`config.mk`:
```
export PLATFORM = sky130hd
export DESIGN_NAME = wdog_keyed
export DESIGN_NICKNAME = d
export VERILOG_FILES = /design/src/rtl/wdk_pkg.sv /design/src/rtl/wdk_regs.sv /design/src/rtl/wdk_keyseq.sv /design/src/rtl/wdk_timer.sv /design/src/rtl/wdog_keyed.sv
export SDC_FILE = /design/constraint.sdc
export NUM_CORES = 1
export LEC_CHECK = 0
export ABC_AREA = 1
export BUFFER_PORTS_ARGS = -buffer_cell sky130_fd_sc_hd__clkbuf_2
export CAP_MARGIN = 0
export CORE_MARGIN = 4
export CORE_UTILIZATION = 55
export CTS_BUF_LIST = sky130_fd_sc_hd__clkbuf_4
export DETAILED_ROUTE_END_ITERATION = 8
export PLACE_DENSITY_LB_ADDON = 0.1
export SYNTH_ARGS = -nofsm -noshare
export SYNTH_HDL_FRONTEND = slang
export SYNTH_HIERARCHICAL = 1
export SYNTH_SLANG_ARGS = --single-unit
```
`constraint.sdc`:
```
create_clock -name clk -period 2.15 [get_ports clk]
set_input_delay 0.215 -clock clk [delete_from_list [all_inputs] [get_ports clk]]
set_output_delay 0.215 -clock clk [all_outputs]
set_load 0.02 [all_outputs]
```
`src/rtl/wdk_pkg.sv`:
```
package wdk_pkg;
  localparam int CNT_W = 16;
  localparam logic [15:0] KEY_FIRST  = 16'h556C;
  localparam logic [15:0] KEY_SECOND = 16'hAA39;
  localparam logic [5:0]  WORD_CTRL  = 6'd1;   // byte 0x4
  localparam logic [5:0]  WORD_COUNT = 6'd2;   // byte 0x8
  localparam logic [5:0]  WORD_SVC   = 6'd3;   // bytes 0xC..0xF

  typedef struct packed {
    logic [CNT_W-1:0] limit;
    logic             arm;
    logic             to_reset;
    logic             slow;
  } wdk_cfg_t;

  typedef enum logic {KEY_IDLE, KEY_HALF} key_st_t;

  function automatic logic [31:0] pack_ctrl(input wdk_cfg_t c);
    return {c.limit, 13'd0, c.arm, c.to_reset, c.slow};
  endfunction

  function automatic wdk_cfg_t unpack_ctrl(input logic [31:0] w);
    wdk_cfg_t c;
    c.limit    = (w[31:16] == '0) ? CNT_W'(1) : w[31:16];
    c.arm      = w[2];
    c.to_reset = w[1];
    c.slow     = w[0];
    return c;
  endfunction
endpackage

```
`src/rtl/wdk_regs.sv`:
```
module wdk_regs
  import wdk_pkg::*;
#(
  parameter bit BOOT_ARMED = 1'b0
) (
  input  logic        clk,
  input  logic        rst_n,
  input  logic        ctrl_wr,
  input  logic [31:0] ctrl_wdata,
  output wdk_cfg_t    cfg,
  output logic        locked,
  output logic        ctrl_load
);
  localparam wdk_cfg_t CFG_RST = '{limit: '1, arm: BOOT_ARMED, to_reset: 1'b1, slow: 1'b1};

  assign ctrl_load = ctrl_wr && !locked;

  always_ff @(posedge clk or negedge rst_n) begin
    if (!rst_n) begin
      cfg    <= CFG_RST;
      locked <= BOOT_ARMED;
    end else if (ctrl_load) begin
      cfg    <= unpack_ctrl(ctrl_wdata);
      locked <= 1'b1;
    end
  end
endmodule

```
`src/rtl/wdk_keyseq.sv`:
```
module wdk_keyseq
  import wdk_pkg::*;
(
  input  logic        clk,
  input  logic        rst_n,
  input  logic        key_wr,
  input  logic [15:0] key_data,
  output logic        service,
  output logic        armed
);
  key_st_t st_q, st_d;

  always_comb begin
    st_d    = st_q;
    service = 1'b0;
    if (key_wr) begin
      if (key_data == KEY_FIRST) begin
        st_d = KEY_HALF;
      end else if (st_q == KEY_HALF && key_data == KEY_SECOND) begin
        st_d    = KEY_IDLE;
        service = 1'b1;
      end else begin
        st_d = KEY_IDLE;
      end
    end
  end

  always_ff @(posedge clk or negedge rst_n) begin
    if (!rst_n) st_q <= KEY_IDLE;
    else        st_q <= st_d;
  end

  assign armed = (st_q == KEY_HALF);
endmodule

```
`src/rtl/wdk_timer.sv`:
```
module wdk_timer
  import wdk_pkg::*;
#(
  parameter int PRESCALE_CLKS = 65536
) (
  input  logic             clk,
  input  logic             rst_n,
  input  logic             enable,
  input  logic             slow,
  input  logic             reload,
  input  logic [CNT_W-1:0] reload_val,
  output logic [CNT_W-1:0] count,
  output logic             expire
);
  localparam int PRE_W = (PRESCALE_CLKS > 1) ? $clog2(PRESCALE_CLKS) : 1;
  localparam logic [PRE_W-1:0] PRE_LAST = PRE_W'(PRESCALE_CLKS - 1);

  logic [PRE_W-1:0] pre_q;
  logic             pre_wrap;
  logic             tick;

  assign pre_wrap = (pre_q == PRE_LAST);
  assign tick     = enable && (!slow || pre_wrap);
  assign expire   = tick && (count == CNT_W'(1)) && !reload;

  always_ff @(posedge clk or negedge rst_n) begin
    if (!rst_n) begin
      pre_q <= '0;
      count <= '1;
    end else if (reload) begin
      pre_q <= '0;
      count <= reload_val;
    end else if (enable) begin
      if (slow) pre_q <= pre_wrap ? '0 : pre_q + 1'b1;
      if (tick) count <= (count == CNT_W'(1)) ? reload_val : count - 1'b1;
    end
  end
endmodule

```
`src/rtl/wdog_keyed.sv`:
```
module wdog_keyed
  import wdk_pkg::*;
#(
  parameter int PRESCALE_CLKS = 65536,
  parameter bit BOOT_ARMED    = 1'b0
) (
  input  logic        clk,
  input  logic        rst_n,
  input  logic        bus_wr,
  input  logic [7:0]  bus_addr,
  input  logic [31:0] bus_wdata,
  output logic [31:0] bus_rdata,
  output logic        wdt_rst_req,
  output logic        wdt_irq
);
  wdk_cfg_t         cfg_q;
  logic             cfg_locked;
  logic             ctrl_load;
  logic             ctrl_sel, svc_sel;
  logic             svc_evt, key_armed;
  logic             exp_evt;
  logic [CNT_W-1:0] live_count;
  logic [CNT_W-1:0] reload_val;
  logic [31:0]      ctrl_word;
  logic             cfg_en_w, cfg_rst_w;
  wdk_cfg_t         new_cfg;

  assign ctrl_sel  = bus_wr && (bus_addr[7:2] == WORD_CTRL);
  assign svc_sel   = bus_wr && (bus_addr[7:2] == WORD_SVC);
  assign new_cfg   = unpack_ctrl(bus_wdata);
  assign ctrl_word = pack_ctrl(cfg_q);
  assign cfg_en_w  = cfg_q.arm;
  assign cfg_rst_w = cfg_q.to_reset;

  wdk_regs #(.BOOT_ARMED(BOOT_ARMED)) u_regs (
    .clk(clk), .rst_n(rst_n), .ctrl_wr(ctrl_sel), .ctrl_wdata(bus_wdata),
    .cfg(cfg_q), .locked(cfg_locked), .ctrl_load(ctrl_load)
  );

  wdk_keyseq u_keys (
    .clk(clk), .rst_n(rst_n), .key_wr(svc_sel), .key_data(bus_wdata[15:0]),
    .service(svc_evt), .armed(key_armed)
  );

  assign reload_val = ctrl_load ? new_cfg.limit : cfg_q.limit;

  wdk_timer #(.PRESCALE_CLKS(PRESCALE_CLKS)) u_timer (
    .clk(clk), .rst_n(rst_n), .enable(cfg_q.arm), .slow(cfg_q.slow),
    .reload(ctrl_load || svc_evt), .reload_val(reload_val),
    .count(live_count), .expire(exp_evt)
  );

  always_ff @(posedge clk or negedge rst_n) begin
    if (!rst_n) begin
      wdt_rst_req <= 1'b0;
      wdt_irq     <= 1'b0;
    end else begin
      wdt_rst_req <= exp_evt && cfg_q.to_reset;
      if (svc_evt)                         wdt_irq <= 1'b0;
      else if (exp_evt && !cfg_q.to_reset) wdt_irq <= 1'b1;
    end
  end

  always_comb begin
    unique case (bus_addr[7:2])
      WORD_CTRL:  bus_rdata = ctrl_word;
      WORD_COUNT: bus_rdata = {{(32-CNT_W){1'b0}}, live_count};
      default:    bus_rdata = '0;
    endcase
  end
endmodule

```
After elaboration in Yosys (flattened, before gate mapping)
Cells that the tools add are included.
{"block": "word_totals", "input_bits": 43, "elab_cells": 58, "ff_bits": 55}
{"block": "op_classes", "reduce_logical": 22, "add_sub_neg": 2, "muxes": 17, "eq_ne": 7}
{"cell": "$mux W16", "n": 10}
{"cell": "$pmux W32 S2", "n": 1}
{"cell": "$eq A16 B16 Y1 const B", "n": 2}
{"cell": "$add A16 B1 Y16 const B", "n": 1}
{"cell": "$eq A16 B1 Y1 const B", "n": 1}
{"cell": "$eq A16 B15 Y1 const B", "n": 1}
{"cell": "$logic_not A16 Y1", "n": 1}
{"cell": "$sub A16 B1 Y16 const B", "n": 1}
{"cell": "$eq A6 B2 Y1 const B", "n": 2}
{"cell": "$logic_and A1 B1 Y1", "n": 9}
{"cell": "$reduce_bool A2 Y1", "n": 4}
{"cell": "$eq A6 B1 Y1 const B", "n": 1}
{"cell": "$mux W1", "n": 6}
{"cell": "$logic_not A1 Y1", "n": 4}
{"cell": "$reduce_and A2 Y1", "n": 2}
{"cell": "$logic_or A1 B1 Y1", "n": 2}

Longest topological paths before layout
{"block": "depth", "depth_word": 11, "depth_mapped": 18}

Modules after synthesis
Netlist, hierarchy kept.
{"module": "wdk_timer", "seq_area_each_um2": 820.8, "n_inst": 1, "area_per_inst_um2": 2293.4, "cells_per_inst": 340}
{"module": "wdk_regs", "seq_area_each_um2": 523.0, "n_inst": 1, "area_per_inst_um2": 860.8, "cells_per_inst": 100}
{"module": "wdog_keyed", "seq_area_each_um2": 50.0, "n_inst": 1, "area_per_inst_um2": 640.6, "cells_per_inst": 141}
{"module": "wdk_keyseq", "seq_area_each_um2": 25.0, "n_inst": 1, "area_per_inst_um2": 165.2, "cells_per_inst": 34}

Worst setup path before layout
Ideal clock, no wire load.
{"block": "synth_timing", "path_type": "input to register", "start": "input bus_addr[5]", "end": "register u_timer.pre_q[9]", "t_arrival_ns": 2.127, "t_required_ns": 2.087, "setup_slack_ns": -0.040, "cell_stages": 16, "path_cell_list": "nor2_1 nand2_2 nor4_1 nand2_1 nor3b_2 nand3_1 nor2_1 or2_2 inv_2 nand2_1 buf_2 nand2_2 nor3_1 xor2_1 nand2_1 inv_1"}
{"block": "synth_via", "elab_chain_cells": 6, "elab_cells_between_ends": 11, "cone_classes": "eq/ne (2); mux (2); reduce/logical (7)"}
{"element": "start: declaration", "line": "wdog_keyed.sv:10", "source": "input logic [7:0] bus_addr,"}
{"element": "$eq A6 B2 Y1 *", "line": "wdog_keyed.sv:29", "source": "assign svc_sel = bus_wr && (bus_addr[7:2] == WORD_SVC);"}
{"element": "$logic_and A1 B1 Y1 *", "line": "wdog_keyed.sv:29"}
{"element": "via svc_sel", "line": "wdog_keyed.sv:19", "source": "logic ctrl_sel, svc_sel;"}
{"element": "$mux W1 *", "line": "wdk_keyseq.sv:16", "source": "if (key_wr) begin"}
{"element": "via svc_evt", "line": "wdog_keyed.sv:20", "source": "logic svc_evt, key_armed;"}
{"element": "$logic_or A1 B1 Y1 *", "line": "wdog_keyed.sv:49", "source": ".reload(ctrl_load || svc_evt), .reload_val(reload_val),"}
{"element": "$reduce_bool A2 Y1 (no source line)"}
{"element": "$reduce_and A2 Y1 (no source line)"}
{"element": "end signal: assignment", "line": "wdk_timer.sv:34", "source": "if (slow) pre_q <= pre_wrap ? '0 : pre_q + 1'b1;"}
{"element": "end: declaration", "line": "wdk_timer.sv:18", "source": "logic [PRE_W-1:0] pre_q;"}
Mark *: on every way through the listed nets, which the timed path passes. The rest lies on a longest branch.
A chain may end at the register's enable or synchronous reset.

Worst setup path after layout
{"block": "layout_timing", "start": "register u_timer.pre_q[1]", "end": "register wdt_irq"}
{"block": "layout_via", "elab_chain_cells": 7}
{"element": "$eq A16 B16 Y1", "line": "wdk_timer.sv:22", "source": "assign pre_wrap = (pre_q == PRE_LAST);"}
{"element": "$logic_or A1 B1 Y1", "line": "wdk_timer.sv:23", "source": "assign tick = enable && (!slow || pre_wrap);"}
{"element": "$logic_and A1 B1 Y1", "line": "wdk_timer.sv:23"}
{"element": "$logic_and A1 B1 Y1 (2 in a row)", "line": "wdk_timer.sv:24", "source": "assign expire = tick && (count == CNT_W'(1)) && !reload;"}
{"element": "via exp_evt", "line": "wdog_keyed.sv:21", "source": "logic exp_evt;"}
{"element": "$logic_and A1 B1 Y1", "line": "wdog_keyed.sv:60", "source": "else if (exp_evt && !cfg_q.to_reset) wdt_irq <= 1'b1;"}
{"element": "$reduce_bool A2 Y1 (no source line)"}
{"element": "end signal: assignment", "line": "wdog_keyed.sv:56", "source": "wdt_irq <= 1'b0;"}
{"element": "end signal: assignment", "line": "wdog_keyed.sv:59", "source": "if (svc_evt) wdt_irq <= 1'b0;"}
{"element": "end signal: assignment", "line": "wdog_keyed.sv:60"}
{"element": "end: declaration", "line": "wdog_keyed.sv:14", "source": "output logic wdt_irq"}
The timed path passes the listed nets, and every way through them passes these cells.

==> summary.txt <==
Synthesis
  – Post-Synthesis Cells: 615
  – Area of the mapped netlist: 3960 µm²
  – Dominant synthesized flop cell: dfstp_2
  – Post-synth ARST share: 100%
  – EDFF count, synth: 0
  – Synth Net Count: 661
  – Sequential share of the synthesized area: 35.8%
  – Library cells used by synthesis: 38
  – Synth warn: 6
  – FF+latch count, synth: 55
  – Mean post-synth cell area: 6.44 µm²

Clocking
  – Num CTS Buffers: 5
  – TritonCTS clock tree: built
  – # clock sinks: 55
  – CTS clock-pin slew for the worst setup and hold paths: 170 ps
  – CTS Buffer Depth: 2
  – H-tree Lvls: 2
  – Root Driver: clkbuf_4
  – Clk Latency, worst-skew pair: 370 ps

Setup path
  – Cell mode on critical path: nand2_2
  – CP Max Fanout: 16
  – CP Capture Type: flip-flop
  – Max incr delay on CP: 410 ps
  – CP required: 2480 ps
  – CP startpoint kind: flip-flop
  – Register-to-Register Setup Slack: 240 ps
  – Data arrival, critical path: 2240 ps
  – CP Cell Sequence: ha_1 -> nand2_2 -> nor2_4 -> nand2_2 -> o21ai_2 -> nand2_4 -> nor4_1 -> a21oi_1 -> nor2_1
  – Max stage delay cell, worst path: dfrtp_1
  – Crit Path Class: reg2reg

Power and ir drop
  – Pwr/cell area: 355 nW/µm²
  – Leak: 2.41 nW
  – Max IR drop VDD: 0.000306 V

GRT
  – First-pass GRT wire length: 17300 µm
  – Total Routing Usage GR: 24.2%
  – Largest net degree at the start of global routing: 52
  – Number of global-route vias before repair: 3913
  – Initial antenna violation count: 0
  – GRT overflow: 0

Drt
  – WL final: 9950 µm
  – Antenna Violating Nets Remaining: 0
  – Iteration-0 DRC Markers: 252
  – WL/cell: 12.4 µm
  – Vias per cell: 4.99
  – Via count of the routed design: 3997
  – TritonRoute pass-1 iters: 5
  – Drc violations: 0

Floorplan
  – Core area: 6910 µm²
  – Die width: 92.9 µm
  – Die Area: 8620 µm²
  – Starting density of the core: 57.3%
  – Number of placed I/O pins: 77
  – Row count: 30
  – Die Span Y: 92.9 µm

Hold path
  – HP Class: in2reg

Placed design
  – Placed cell count: 792
  – IO buf count: 74
  – GP Congestion: 0.937
  – DP Area: 4540 µm²
  – Pre-CTS setup slack: -122 ps
  – Post-DP HPWL: 7670 µm

STA
  – Crit path time final: 1910 ps
  – Hold Vio Cnt, Final: 0
  – Hold WS: 26.9 ps
  – Relative slew slack: 56.4%
  – Measured slew at the worst slew-check pin: 654 ps
  – Post-route setup TNS: 0 ps
  – Clock Skews: 14.5 ps
  – Fin worst setup slack: 241 ps
  – RSZ-0062 raised after global routing: no
  – Setup violators final: 0
  – Fin crit share: 88.8%
  – Slew Limit Fails: 0
  – Achievable Freq: 0.524 GHz

Status
  – Status: finished clean

Finish
  – Final cell count without fillers: 801
  – Area Overhead vs Synth: 16.5%
  – Layout Nets: 750
  – Design Area, Final: 4610 µm²
  – Diodes inserted: 0
  – Layout cells sized above 1: 26.1%

Job
  – MaxCap Viol Count: 0
==> power breakdown <==
group,internal [mW],switching [mW],leakage [nW]
combinational,0.0476,0.0756,1.74
sequential,1.04,0.000000121,0.637
clock,0.140,0.336,0.0317
==> layout by cell type (no fill, tap or decap), types with 2 or more instances in the layout <==
| cell | Yosys | routed |
|---|---|---|
| clkbuf_2 | 0 | 74 |
| dfstp_2 | 34 | 34 |
| dfrtp_1 | 21 | 21 |
| buf_4 | 1 | 21 |
| xor2_1 | 6 | 6 |
| inv_1 | 67 | 67 |
| nand4_1 | 6 | 6 |
| inv_2 | 8 | 8 |
| nor2_1 | 99 | 98 |
| ha_1 | 3 | 3 |
| nand3b_1 | 5 | 5 |
| nand2_2 | 8 | 8 |
| nand3_1 | 26 | 26 |
| o21ai_1 | 4 | 4 |
| nand2_4 | 3 | 3 |
| clkbuf_4 | 0 | 6 |
| or2_2 | 2 | 2 |
| nor3_1 | 5 | 5 |
| nand2_1 | 241 | 241 |
| nor3_4 | 2 | 2 |
| o21ai_2 | 3 | 3 |
| buf_12 | 0 | 2 |
| nor2_2 | 10 | 11 |
| a21oi_1 | 7 | 7 |
| xnor2_1 | 3 | 3 |
| o21ai_0 | 23 | 23 |
| nor2_4 | 2 | 2 |
==> metrics by stage <==
step | total power [mW] | utilization (%)
floorplan | 1.09 | -
global placement | 1.18 | 65.7
detailed placement | 1.18 | 65.7
CTS | 1.66 | 66.7
global route | 1.72 | 66.8
finish | 1.64 | 66.8
==> layer usage <==
| metal | part of all wire [%] | up-vias | global-route usage, % | wire, µm |
|---|---|---|---|---|
| met1 | 46 | 1794 | 32.8 | 4600 |
| met5 | 0 | - | 0 | 0 |
| li1 | - | 2050 | - | - |
| met3 | 6.6 | 12 | 3.01 | 655 |
| met4 | 0.95 | 0 | 5.13 | 95 |
| met2 | 46 | 141 | 41.6 | 4610 |
==> path summary, 6_finish.rpt <==
| kind | start | to | cells past startpoint |
|---|---|---|---|
| worst min register to register | u_regs/cfg[11] | u_regs/cfg[11] | 2 |
| worst max-delay path | u_timer/pre_q[1] | wdt_irq | 9 |
| worst max register to register | u_timer/pre_q[1] | wdt_irq | 9 |
| max in group asynchronous | rst_n | u_regs/cfg[16] | 3 |
| worst min-delay path | bus_wdata[0] | u_regs/cfg[0] | 3 |
| min in group asynchronous | rst_n | u_keys/armed | 2 |
==> cells in the mapped netlist, types with 3 or more instances <==
library cell	number	area [µm²]
nand2_1	241	905
nor2_1	99	372
inv_1	67	251
dfstp_2	34	893
nand3_1	26	130
o21ai_0	23	115
dfrtp_1	21	526
nor2_2	10	62.6
inv_2	8	30.0
nand2_2	8	50.1
a21oi_1	7	35.0
buf_6	7	78.8
nand4_1	6	37.5
xor2_1	6	52.6
nand3b_1	5	37.5
nor3_1	5	25.0
clkbuf_1	4	15.0
o21ai_1	4	20.0
buf_2	3	15.0
ha_1	3	37.5
nand2_4	3	33.8
o21ai_2	3	26.3
xnor2_1	3	26.3
==> cell families (layout without fill, tap and decap cells) <==
kind of cell | Yosys count | after routing | share of synthesized area, %
xor gates and xnor gates | 9 | 9 | 1.99
AOI/OAI and AO/OA | 41 | 41 | 5.72
adders and majority gates | 3 | 3 | 0.948
buffers and inverters | 92 | 182 | 10.2
DFF | 55 | 55 | 35.8
and+or+nand+nor | 415 | 415 | 45.3
==> state kept, by name, summed over array words and instances, names as in the netlist <==
register / cells
wdt_rst_req: 1
u_regs/cfg: 19
wdt_irq: 1
u_timer/count: 16
u_timer/pre_q: 16
u_regs/locked: 1
u_keys/armed: 1
==> repair_timing <==
action | CTS | global route
resized for setup | 0 | 1
endpoints found under the setup margin | 0 | 1
setup buffers | 0 | 0
endpoints found under the hold margin | 14 | 0
hold buffers | 1 | 0
==> worst max-delay path, delay by kind of cell (launching register included) <==
family	cells	cell delay, ps
DFF	1	410
adders and majority gates	1	240
and+or+nand+nor	6	900
AOI/OAI and AO/OA	2	300
==> cell type report <==
type | instances | area (µm²)
Clock inverter | 2 | 12.5
Timing Repair Buffer | 98 | 578
Clock buffer | 6 | 45.0
Tap cell | 96 | 120
Fill cell | 675 | 2290
Inverter | 76 | 285
Multi-Input combinational cell | 468 | 2150
Sequential cell | 55 | 1420
Note: power is estimated with default switching activity, not from simulation.
